## src/rtl/xbus_pkg.sv

```systemverilog
package xbus_pkg;

  typedef enum logic [2:0] {
    ST_IDLE  = 3'd0,
    ST_ALE_A = 3'd1,
    ST_ALE_B = 3'd2,
    ST_SETUP = 3'd3,
    ST_STB_A = 3'd4,
    ST_STB_B = 3'd5,
    ST_TAIL  = 3'd6
  } xb_state_e;

  typedef enum logic [1:0] {
    K_FETCH = 2'b00,
    K_READ  = 2'b01,
    K_WRITE = 2'b10,
    K_RDALT = 2'b11
  } xb_kind_e;

  localparam int NUM_STB = 3;
  localparam int STB_PSE = 0;
  localparam int STB_RD  = 1;
  localparam int STB_WR  = 2;

  // Which strobe line a request kind uses.
  function automatic int kind_strobe(xb_kind_e k);
    case (k)
      K_FETCH: return STB_PSE;
      K_WRITE: return STB_WR;
      default: return STB_RD;
    endcase
  endfunction

  function automatic logic kind_is_data(xb_kind_e k);
    return k != K_FETCH;
  endfunction

endpackage

```

## src/rtl/xbus_req.sv

```systemverilog
module xbus_req
  import xbus_pkg::*;
#(
  parameter int ADDR_W        = 20,
  parameter int DATA_W        = 8,
  parameter int INT_ROM_BYTES = 32'h20000
) (
  input  logic              clk,
  input  logic              rst,
  input  logic              accept,
  input  logic [1:0]        cpu_kind,
  input  logic [ADDR_W-1:0] cpu_addr,
  input  logic [DATA_W-1:0] cpu_wdata,
  input  logic              mode_sep,
  input  logic              ext_fetch_n,
  output logic              in_local,
  output logic              in_sep,
  output xb_kind_e          nx_kind,
  output logic [ADDR_W-1:0] nx_addr,
  output logic [DATA_W-1:0] nx_wdata,
  output logic              nx_sep,
  output logic              nx_local,
  output xb_kind_e          q_kind,
  output logic              q_local
);

  localparam logic [ADDR_W:0] ROM_LIM = (ADDR_W+1)'(INT_ROM_BYTES);

  logic [ADDR_W-1:0] addr_q;
  logic [DATA_W-1:0] wdata_q;
  logic              sep_q;
  xb_kind_e          in_kind;

  assign in_kind  = xb_kind_e'(cpu_kind);
  assign in_sep   = mode_sep;
  assign in_local = (in_kind == K_FETCH) && ext_fetch_n &&
                    ({1'b0, cpu_addr} < ROM_LIM);

  always_comb begin
    if (accept) begin
      nx_kind  = in_kind;
      nx_addr  = cpu_addr;
      nx_wdata = cpu_wdata;
      nx_sep   = in_sep;
      nx_local = in_local;
    end else begin
      nx_kind  = q_kind;
      nx_addr  = addr_q;
      nx_wdata = wdata_q;
      nx_sep   = sep_q;
      nx_local = q_local;
    end
  end

  always_ff @(posedge clk) begin
    if (rst) begin
      q_kind  <= K_FETCH;
      addr_q  <= '0;
      wdata_q <= '0;
      sep_q   <= 1'b1;
      q_local <= 1'b0;
    end else begin
      q_kind  <= nx_kind;
      addr_q  <= nx_addr;
      wdata_q <= nx_wdata;
      sep_q   <= nx_sep;
      q_local <= nx_local;
    end
  end

endmodule

```

## src/rtl/xbus_seq.sv

```systemverilog
module xbus_seq
  import xbus_pkg::*;
(
  input  logic      clk,
  input  logic      rst,
  input  logic      cpu_valid,
  input  logic      in_local,
  input  logic      in_sep,
  input  xb_kind_e  q_kind,
  input  logic      bus_wait,
  output logic      accept,
  output xb_state_e state_q,
  output xb_state_e state_nx
);

  logic stretch;
  assign stretch = bus_wait && kind_is_data(q_kind);

  always_comb begin
    state_nx = state_q;
    accept   = 1'b0;
    case (state_q)
      ST_IDLE: begin
        if (cpu_valid) begin
          accept = 1'b1;
          if (in_local)    state_nx = ST_TAIL;
          else if (in_sep) state_nx = ST_SETUP;
          else             state_nx = ST_ALE_A;
        end
      end
      ST_ALE_A: state_nx = ST_ALE_B;
      ST_ALE_B: state_nx = ST_SETUP;
      ST_SETUP: state_nx = ST_STB_A;
      ST_STB_A: state_nx = ST_STB_B;
      ST_STB_B: state_nx = stretch ? ST_STB_B : ST_TAIL;
      ST_TAIL:  state_nx = ST_IDLE;
      default:  state_nx = ST_IDLE;
    endcase
  end

  always_ff @(posedge clk) begin
    if (rst) state_q <= ST_IDLE;
    else     state_q <= state_nx;
  end

endmodule

```

## src/rtl/xbus_pins.sv

```systemverilog
module xbus_pins
  import xbus_pkg::*;
#(
  parameter int ADDR_W = 20,
  parameter int DATA_W = 8
) (
  input  logic                     clk,
  input  logic                     rst,
  input  xb_state_e                state_nx,
  input  xb_kind_e                 nx_kind,
  input  logic [ADDR_W-1:0]        nx_addr,
  input  logic [DATA_W-1:0]        nx_wdata,
  input  logic                     nx_sep,
  input  logic                     nx_local,
  output logic [ADDR_W-DATA_W-1:0] bus_addr_hi,
  output logic [DATA_W-1:0]        bus_addr_lo,
  output logic [DATA_W-1:0]        bus_dout,
  output logic                     bus_doe,
  output logic                     bus_ale,
  output logic                     bus_pse_n,
  output logic                     bus_rd_n,
  output logic                     bus_wr_n
);

  localparam int LO_W = DATA_W;
  localparam int HI_W = ADDR_W - DATA_W;

  logic               ext_act, in_ale, in_stb, mux_addr, wr_win;
  logic [NUM_STB-1:0] stb_n_q;
  int                 stb_sel;

  always_comb begin
    ext_act  = (state_nx != ST_IDLE) && !nx_local;
    in_ale   = (state_nx == ST_ALE_A) || (state_nx == ST_ALE_B);
    in_stb   = (state_nx == ST_STB_A) || (state_nx == ST_STB_B);
    mux_addr = !nx_sep && (in_ale || state_nx == ST_SETUP);
    wr_win   = (nx_kind == K_WRITE) && !nx_local &&
               (in_stb || state_nx == ST_TAIL);
    stb_sel  = kind_strobe(nx_kind);
  end

  for (genvar g = 0; g < NUM_STB; g++) begin : g_stb
    always_ff @(posedge clk) begin
      if (rst) stb_n_q[g] <= 1'b1;
      else     stb_n_q[g] <= !(in_stb && stb_sel == g);
    end
  end

  assign bus_pse_n = stb_n_q[STB_PSE];
  assign bus_rd_n  = stb_n_q[STB_RD];
  assign bus_wr_n  = stb_n_q[STB_WR];

  always_ff @(posedge clk) begin
    if (rst) begin
      bus_addr_hi <= '0;
      bus_addr_lo <= '0;
      bus_dout    <= '0;
      bus_doe     <= 1'b0;
      bus_ale     <= 1'b0;
    end else begin
      if (ext_act) begin
        bus_addr_hi <= nx_addr[ADDR_W-1 -: HI_W];
        bus_addr_lo <= nx_sep ? nx_addr[LO_W-1:0] : '0;
      end
      bus_ale <= in_ale;
      bus_doe <= mux_addr || wr_win;
      if (mux_addr)    bus_dout <= nx_addr[LO_W-1:0];
      else if (wr_win) bus_dout <= nx_wdata;
      else             bus_dout <= '0;
    end
  end

endmodule

```

## src/rtl/xbus_resp.sv

```systemverilog
module xbus_resp
  import xbus_pkg::*;
#(
  parameter int DATA_W = 8
) (
  input  logic              clk,
  input  logic              rst,
  input  xb_state_e         state_q,
  input  xb_state_e         state_nx,
  input  xb_kind_e          q_kind,
  input  logic              nx_local,
  input  logic [DATA_W-1:0] bus_din,
  output logic              cpu_ready,
  output logic [DATA_W-1:0] cpu_rdata,
  output logic              cpu_int
);

  logic finish_ext, finish_loc;

  assign finish_ext = (state_q == ST_STB_B) && (state_nx == ST_TAIL);
  assign finish_loc = (state_q == ST_IDLE)  && (state_nx == ST_TAIL);

  always_ff @(posedge clk) begin
    if (rst) begin
      cpu_ready <= 1'b0;
      cpu_rdata <= '0;
      cpu_int   <= 1'b0;
    end else begin
      cpu_ready <= state_nx == ST_TAIL;
      cpu_int   <= finish_loc && nx_local;
      if (finish_ext)
        cpu_rdata <= (q_kind == K_WRITE) ? '0 : bus_din;
      else if (finish_loc)
        cpu_rdata <= '0;
    end
  end

endmodule

```

## src/rtl/xbus_ctrl.sv

```systemverilog
module xbus_ctrl
  import xbus_pkg::*;
#(
  parameter int ADDR_W        = 20,
  parameter int DATA_W        = 8,
  parameter int INT_ROM_BYTES = 32'h20000
) (
  input  logic                     clk,
  input  logic                     rst,
  input  logic                     mode_sep,
  input  logic                     ext_fetch_n,
  input  logic                     cpu_valid,
  input  logic [1:0]               cpu_kind,
  input  logic [ADDR_W-1:0]        cpu_addr,
  input  logic [DATA_W-1:0]        cpu_wdata,
  output logic                     cpu_ready,
  output logic [DATA_W-1:0]        cpu_rdata,
  output logic                     cpu_int,
  output logic [ADDR_W-DATA_W-1:0] bus_addr_hi,
  output logic [DATA_W-1:0]        bus_addr_lo,
  output logic [DATA_W-1:0]        bus_dout,
  output logic                     bus_doe,
  input  logic [DATA_W-1:0]        bus_din,
  output logic                     bus_ale,
  output logic                     bus_pse_n,
  output logic                     bus_rd_n,
  output logic                     bus_wr_n,
  input  logic                     bus_wait
);

  logic              accept, in_local, in_sep, nx_sep, nx_local, q_local;
  xb_kind_e          nx_kind, q_kind;
  logic [ADDR_W-1:0] nx_addr;
  logic [DATA_W-1:0] nx_wdata;
  xb_state_e         state_q, state_nx;

  xbus_req #(
    .ADDR_W(ADDR_W), .DATA_W(DATA_W), .INT_ROM_BYTES(INT_ROM_BYTES)
  ) u_req (
    .clk(clk), .rst(rst), .accept(accept),
    .cpu_kind(cpu_kind), .cpu_addr(cpu_addr), .cpu_wdata(cpu_wdata),
    .mode_sep(mode_sep), .ext_fetch_n(ext_fetch_n),
    .in_local(in_local), .in_sep(in_sep),
    .nx_kind(nx_kind), .nx_addr(nx_addr), .nx_wdata(nx_wdata),
    .nx_sep(nx_sep), .nx_local(nx_local),
    .q_kind(q_kind), .q_local(q_local)
  );

  xbus_seq u_seq (
    .clk(clk), .rst(rst), .cpu_valid(cpu_valid),
    .in_local(in_local), .in_sep(in_sep), .q_kind(q_kind),
    .bus_wait(bus_wait), .accept(accept),
    .state_q(state_q), .state_nx(state_nx)
  );

  xbus_pins #(.ADDR_W(ADDR_W), .DATA_W(DATA_W)) u_pins (
    .clk(clk), .rst(rst), .state_nx(state_nx),
    .nx_kind(nx_kind), .nx_addr(nx_addr), .nx_wdata(nx_wdata),
    .nx_sep(nx_sep), .nx_local(nx_local),
    .bus_addr_hi(bus_addr_hi), .bus_addr_lo(bus_addr_lo),
    .bus_dout(bus_dout), .bus_doe(bus_doe), .bus_ale(bus_ale),
    .bus_pse_n(bus_pse_n), .bus_rd_n(bus_rd_n), .bus_wr_n(bus_wr_n)
  );

  xbus_resp #(.DATA_W(DATA_W)) u_resp (
    .clk(clk), .rst(rst), .state_q(state_q), .state_nx(state_nx),
    .q_kind(q_kind), .nx_local(nx_local), .bus_din(bus_din),
    .cpu_ready(cpu_ready), .cpu_rdata(cpu_rdata), .cpu_int(cpu_int)
  );

  logic unused_q_local;
  assign unused_q_local = q_local;

endmodule

```

## config.mk

```make
export PLATFORM = sky130hd
export DESIGN_NAME = xbus_ctrl
export DESIGN_NICKNAME = d
export VERILOG_FILES = /design/src/rtl/xbus_pkg.sv /design/src/rtl/xbus_req.sv /design/src/rtl/xbus_seq.sv /design/src/rtl/xbus_pins.sv /design/src/rtl/xbus_resp.sv /design/src/rtl/xbus_ctrl.sv
export SDC_FILE = /design/constraint.sdc
export NUM_CORES = 1
export LEC_CHECK = 0
export ABC_AREA = 1
export BUFFER_PORTS_ARGS = -buffer_cell sky130_fd_sc_hd__buf_4
export CAP_MARGIN = 20
export CORE_UTILIZATION = 54
export CTS_BUF_LIST = sky130_fd_sc_hd__clkbuf_2 sky130_fd_sc_hd__clkbuf_4 sky130_fd_sc_hd__clkbuf_8
export CTS_CLUSTER_SIZE = 10
export DETAILED_ROUTE_END_ITERATION = 6
export GPL_TIMING_DRIVEN = 0
export HOLD_SLACK_MARGIN = 0.05
export PLACE_DENSITY = 0.92
export SYNTH_ARGS = -nofsm -noshare
export SYNTH_HDL_FRONTEND = slang
export SYNTH_SLANG_ARGS = --single-unit
```

## constraint.sdc

```tcl
create_clock -name clk -period 1.8 [get_ports clk]
set_input_delay 0.09 -clock clk [delete_from_list [all_inputs] [get_ports clk]]
set_output_delay 0.09 -clock clk [all_outputs]
set_load 0.01 [all_outputs]
```

==> Yosys cells after proc, flatten, opt, wreduce, memory -nomap -nowiden <==
Index checks and enable logic that the tools add are counted.
{ "classes": {"mul": 0, "eq_ne": 15, "addsub": 0, "div_mod_pow": 0, "shifts": 0, "n_lt_le_gt_ge": 1, "n_bitwise": 0, "reduce_logical": 30, "n_mux": 19} }
{ "op_table": {"columns": ["operator", "n"], "rows": [
  ["$mux 8", 7],
  ["$logic_not 32->1", 1],
  ["$lt 20x18->1 const B", 1],
  ["$mux 20", 1],
  ["$pmux 3 s6", 1],
  ["$eq 3x3->1 const B", 5],
  ["$logic_and 1x1->1", 13],
  ["$eq 3x2->1 const B", 4],
  ["$eq 2x2->1 const B", 3],
  ["$eq 3x1->1 const B", 2],
  ["$mux 2", 3],
  ["$mux 3", 2],
  ["$logic_not 1->1", 5],
  ["$logic_or 1x1->1", 5],
  ["$logic_not 2->1", 2],
  ["$mux 1", 4],
  ["$pmux 2 s2", 1],
  ["$reduce_bool 2->1", 2],
  ["$logic_not 3->1", 1],
  ["$reduce_bool 3->1", 1],
  ["$eq 2x1->1 const B", 1]
]} }
{ "word_totals": {"regBits": 78, "wordCells": 82, "output_inout_bits": 43, "latchBits": 0, "romBits": 0, "ram_bits": 0, "memories": 0} }

==> Longest topological paths before layout <==
{ "logic_depth": {"depth_word": 12, "ltp_mapped": 12, "mapped_depth_nobuf": 12} }

==> Modules after synthesis <==
From an unflattened synthesis, not the netlist that was laid out.
{ "hier_totals": {"cells_unflattened": 463, "hier_area_um2": 3661.0} }
{ "modules_own_cells": {"columns": ["mod", "n_inst", "cells_each", "seq_area_each_um2", "area_per_inst_um2"], "rows": [
  ["xbus_req", 1, 179, 640.6, 1656.6],
  ["xbus_pins", 1, 192, 660.6, 1356.3],
  ["xbus_resp", 1, 53, 200.2, 415.4],
  ["xbus_seq", 1, 39, 60.1, 232.7]
]} }

==> Least setup slack after synthesis <==
OpenSTA, ideal clock, no wires.
{ "synth_path": {"path_kind": "register to register", "start": "register u_seq.state_q[1]", "end": "register u_pins.bus_addr_hi[10]", "n_path_buf": 1, "setup_slack_ns": 0.286, "path_stages_with_launch": 11, "period_less_slack_ns": 1.514, "arrival_ns": 1.399, "cell_sequence": "dfxtp_1 > inv_1 > nand3_1 > inv_1 > nand2_1 > nand2_1 > nor2_1 > nand3_4 > buf_2 > a21oi_1 > nor2_1"} }
{ "synth_between": {"elab_chain_len": 5, "word_cells_on_any_way": 14, "classes_between": "5 x eq/ne; 5 x mux; 4 x reduce/logical"} }
{ "synth_lines": {"columns": ["item", "line_no", "source"], "rows": [
  ["from (decl)", "xbus_seq.sv:12", "output xb_state_e state_q,"],
  ["from (signal assigned)", "xbus_seq.sv:43", "else state_q <= state_nx;"],
  ["parallel branches: the longest is 5 deep, another holds $pmux 3 s6", null, null],
  ["to (signal assigned)", "xbus_pins.sv:62", "bus_addr_hi <= nx_addr[ADDR_W-1 -: HI_W];"],
  ["to (decl)", "xbus_pins.sv:15", "output logic [ADDR_W-DATA_W-1:0] bus_addr_hi,"]
]} }
Parallel ways; which one is timed is not known.
A chain may end at the register's enable or synchronous reset.

==> Worst setup path in the final report <==
{ "layout_path": {"start": "register u_req.q_kind[1]", "end": "register u_pins.bus_addr_lo[5]"} }
{ "layout_between": {"elab_chain_len": 6} }
{ "layout_lines": {"columns": ["item", "line_no", "source"], "rows": [
  ["from (decl)", "xbus_req.sv:23", "output xb_kind_e q_kind,"],
  ["from (signal assigned)", "xbus_req.sv:63", "q_kind <= nx_kind;"],
  ["$reduce_bool 2->1", "xbus_pkg.sv:35", "return k != K_FETCH;"],
  ["$logic_and 1x1->1", "xbus_seq.sv:17", "assign stretch = bus_wait && kind_is_data(q_kind);"],
  ["$mux 2", "xbus_seq.sv:35", "ST_STB_B: state_nx = stretch ? ST_STB_B : ST_TAIL;"],
  ["$pmux 3 s6", "xbus_seq.sv:22", "case (state_q)"],
  ["$reduce_bool 3->1", "xbus_pins.sv:33", "ext_act = (state_nx != ST_IDLE) && !nx_local;"],
  ["$logic_and 1x1->1", "xbus_pins.sv:33", null],
  ["to (signal assigned)", "xbus_pins.sv:63", "bus_addr_lo <= nx_sep ? nx_addr[LO_W-1:0] : '0;"],
  ["to (decl)", "xbus_pins.sv:16", "output logic [DATA_W-1:0] bus_addr_lo,"]
]} }
Every way passes these cells.

==> reports/summary.json <==
{
  "floorplan": {
    "start_util": 0.565,
    "die_h_um": 78.3,
    "std_cell_rows": 27,
    "core-area_mm2": 0.00557,
    "die_w_um": 78.3,
    "io_pins": 87,
    "die-area_mm2": 0.00614
  },
  "sta": {
    "period_share": 0.987,
    "finalCriticalPeriod_ns": 1.78,
    "finClkSkew_ns": 0.00908,
    "finalSetupViolCount": 0,
    "finalMaxSlewViolations": 0,
    "max_slew_margin": 0.602,
    "timing.final.hold_violations": 0,
    "max_slew.worst_pin.slew_ns": 0.597,
    "worst_slack_ns": 0.0232,
    "clock.fmax_mhz": 563
  },
  "global_route": {
    "vias_in_the_first_global_route": 3252,
    "overflow_left_after_global_routing": 0,
    "grt_start_max_net_pins": 15,
    "antenna_found_initial": 0,
    "groute.usage.overall": 0.295,
    "first_pass_grt_wire_length_mm": 14.2
  },
  "power": {
    "vdd_drop_max_mv": 0.829,
    "power_leakage_nw": 2.19,
    "power_per_cell_area_mw_per_mm2": 1180,
    "p_total_mw": 5.33
  },
  "finish": {
    "filler_cell_count": 338,
    "antenna_diode_count": 0,
    "area.growth.synth_to_final_pct": 43.9,
    "fin_nets": 592,
    "drive_gt1_frac": 0.277,
    "multiInputGateArea_mm2": 0.00141,
    "mostFrequentLayoutCells": "sky130_fd_sc_hd__nand2_1 (106), sky130_fd_sc_hd__buf_4 (95), sky130_fd_sc_hd__dfxtp_1 (75)",
    "finalCoreUtilization": 0.812,
    "most_common_cell_after_layout_fill_and_taps_aside": "sky130_fd_sc_hd__nand2_1",
    "seq_area_mm2": 0.00157
  },
  "setup_path": {
    "critical-path-max-stage-delay_ns": 0.33,
    "critical_path_arrival_ns": 2.00,
    "setup.worst_path.end_class": "flop",
    "critical-path-top-delay-family": "simple AND/OR/NAND/NOR gates",
    "worstPathMaxFanout": 8,
    "reg2reg_slack_ns": 0.02,
    "required_ns": 2.02,
    "cell_repeated_most_along_the_worst_path": "sky130_fd_sc_hd__nand2_1",
    "critPathKind": "reg2reg",
    "crit_path_cell_chain": "o21ai_0 > inv_1 > nand2_1 > nand2_1 > nor2_2 > nand3_4 > nand2_2 > nand2_1 > nand2_1 > nor2_1",
    "timing.critical_path.buf_inv": 1,
    "critical-path-slowest-cell": "sky130_fd_sc_hd__dfxtp_1",
    "critPathLaunchType": "flop"
  },
  "placed_design": {
    "port-buffer-count": 85,
    "dpl_worst_slack_ns": -0.0410,
    "gp_routability_congestion": 0.893,
    "place_hpwl_mm": 5.65
  },
  "job": {
    "cap_violations": 0
  },
  "clocking": {
    "clock_root_buffer": "sky130_fd_sc_hd__clkbuf_8",
    "htree_levels": 3,
    "num_cts_buffers": 9,
    "worstSkewPairLatency_ns": 0.36,
    "clkTransAtPathRegs_ns": 0.08,
    "cts_tree": "yes",
    "clock_path_buffers": 2,
    "tritoncts_num_sinks": 78
  },
  "routing": {
    "vias": 3334,
    "ant_nets": 0,
    "routed_length_per_instance_um": 14.8,
    "initial_drt_markers": 399,
    "drc": 0,
    "avgViaCountPerCell": 5.33,
    "postRouteWirelength_mm": 9.25,
    "detailed_router_iteration_count_before_antenna_repair": 7
  },
  "synth": {
    "post_synth.cell_area_avg_um2": 7.60,
    "synth.lib_cells_used.distinct": 24,
    "synth_nets": 458,
    "mappedNetlistArea_mm2": 0.00315,
    "synth_warnings": 0,
    "synthesis.instances": 414,
    "synth_seq_area_share": 0.496,
    "ys_ff_latch": 78
  },
  "status": {
    "status": "finished clean"
  },
  "hold_path": {
    "min-delay-path-class": "in2reg"
  }
}
report_power, final:
group | internal [mW] | leakage [nW] | switching, mW | total (mW)
logic | 0.760 | 1.45 | 1.01 | 1.77
clock network | 0.781 | 0.0977 | 0.678 | 1.46
registers | 1.98 | 0.640 | 0.128 | 2.11
state kept, by name (all words and copies together) (netlist names):
name and flops:
u_pins.bus_pse_n 1, u_req.q_kind 2, u_pins.bus_rd_n 1, u_pins.bus_doe 1, u_resp.cpu_rdata 8, u_pins.bus_addr_lo 8
u_pins.bus_wr_n 1, u_seq.state_q 3, u_req.addr_q 20, u_req.q_local 1, u_pins.bus_ale 1, u_pins.bus_addr_hi 12
u_resp.cpu_int 1, u_req.sep_q 1, u_resp.cpu_ready 1, u_req.wdata_q 8, u_pins.bus_dout 8
tightest hold or removal path: stages:
cell and delay [ns]:
sky130_fd_sc_hd__buf_4 0.09, sky130_fd_sc_hd__o21ai_1 0.11, sky130_fd_sc_hd__nor2_1 0.10
repair_timing:
action	4_1_cts	5_1_grt
endpoints found under the hold margin	27	2
pin swaps	4	7
gates cloned	1	0
resized for setup	5	23
buffers inserted	1	8
setup endpoints to repair	19	30
hold buffers	27	1
through the flow:
stage	TNS (ns)	area [um^2]	cells	hold slack (ns)
after floorplan	0	3150	414	0.239
after detailed placement	-0.244	3870	571	0.355
after CTS	0	4400	616	0.0730
after global routing	-0.439	4530	625	0.0562
final	0	4530	625	0.0625
after global placement	0	3870	571	0.344
synthesized netlist by cell type (all sizes together):
master | n | area share
a21oi | 40 | 0.065
buf | 10 | 0.020
clkbuf | 9 | 0.011
clkinv | 2 | 0.0024
dfxtp | 78 | 0.50
inv | 35 | 0.042
mux2i | 11 | 0.035
nand2 | 110 | 0.13
nand3 | 27 | 0.051
nand4 | 10 | 0.020
nor2 | 59 | 0.078
nor3 | 1 | 0.0016
o21a | 8 | 0.019
o21ai | 6 | 0.011
or2 | 8 | 0.016
routing by layer:
layer / vias to the layer above / track usage / wire, um
li1: 1585 / - / -
met1: 1493 / 0.328 / 3570
met2: 210 / 0.521 / 4560
met3: 46 / 0.0628 / 786
met4: 0 / 0.169 / 336
met5: - / 0 / 0
logic make-up after synthesis:
group	count (synthesis)	synth area share
AOI/OAI and AO/OA	54	0.0946
buffers and inverters	56	0.0748
DFF	78	0.496
muxes	11	0.0350
and+or+nand+nor	215	0.299
worst paths after layout:
| path | startpoint | to | cells past startpoint |
|---|---|---|---|
| worst max-delay path | u_req.q_kind[1] | u_pins.bus_addr_lo[5] | 10 |
| worst min-delay path | cpu_kind[1] | u_req.q_kind[1] | 3 |
| worst max register to register | u_req.q_kind[1] | u_pins.bus_addr_lo[5] | 10 |
| worst min register to register | u_resp.cpu_rdata[1] | u_resp.cpu_rdata[1] | 2 |
layout make-up:
type,instances,share of cell area
sequential,78,0.346
multi-input combinational,281,0.311
timing repair buffer,122,0.219
inverter,37,0.0318
clock buffer,9,0.0274
buffer,19,0.0238
clock inverter,7,0.0218
tap,72,0.0199
No activity file was read; power rests on OpenSTA's default activity.
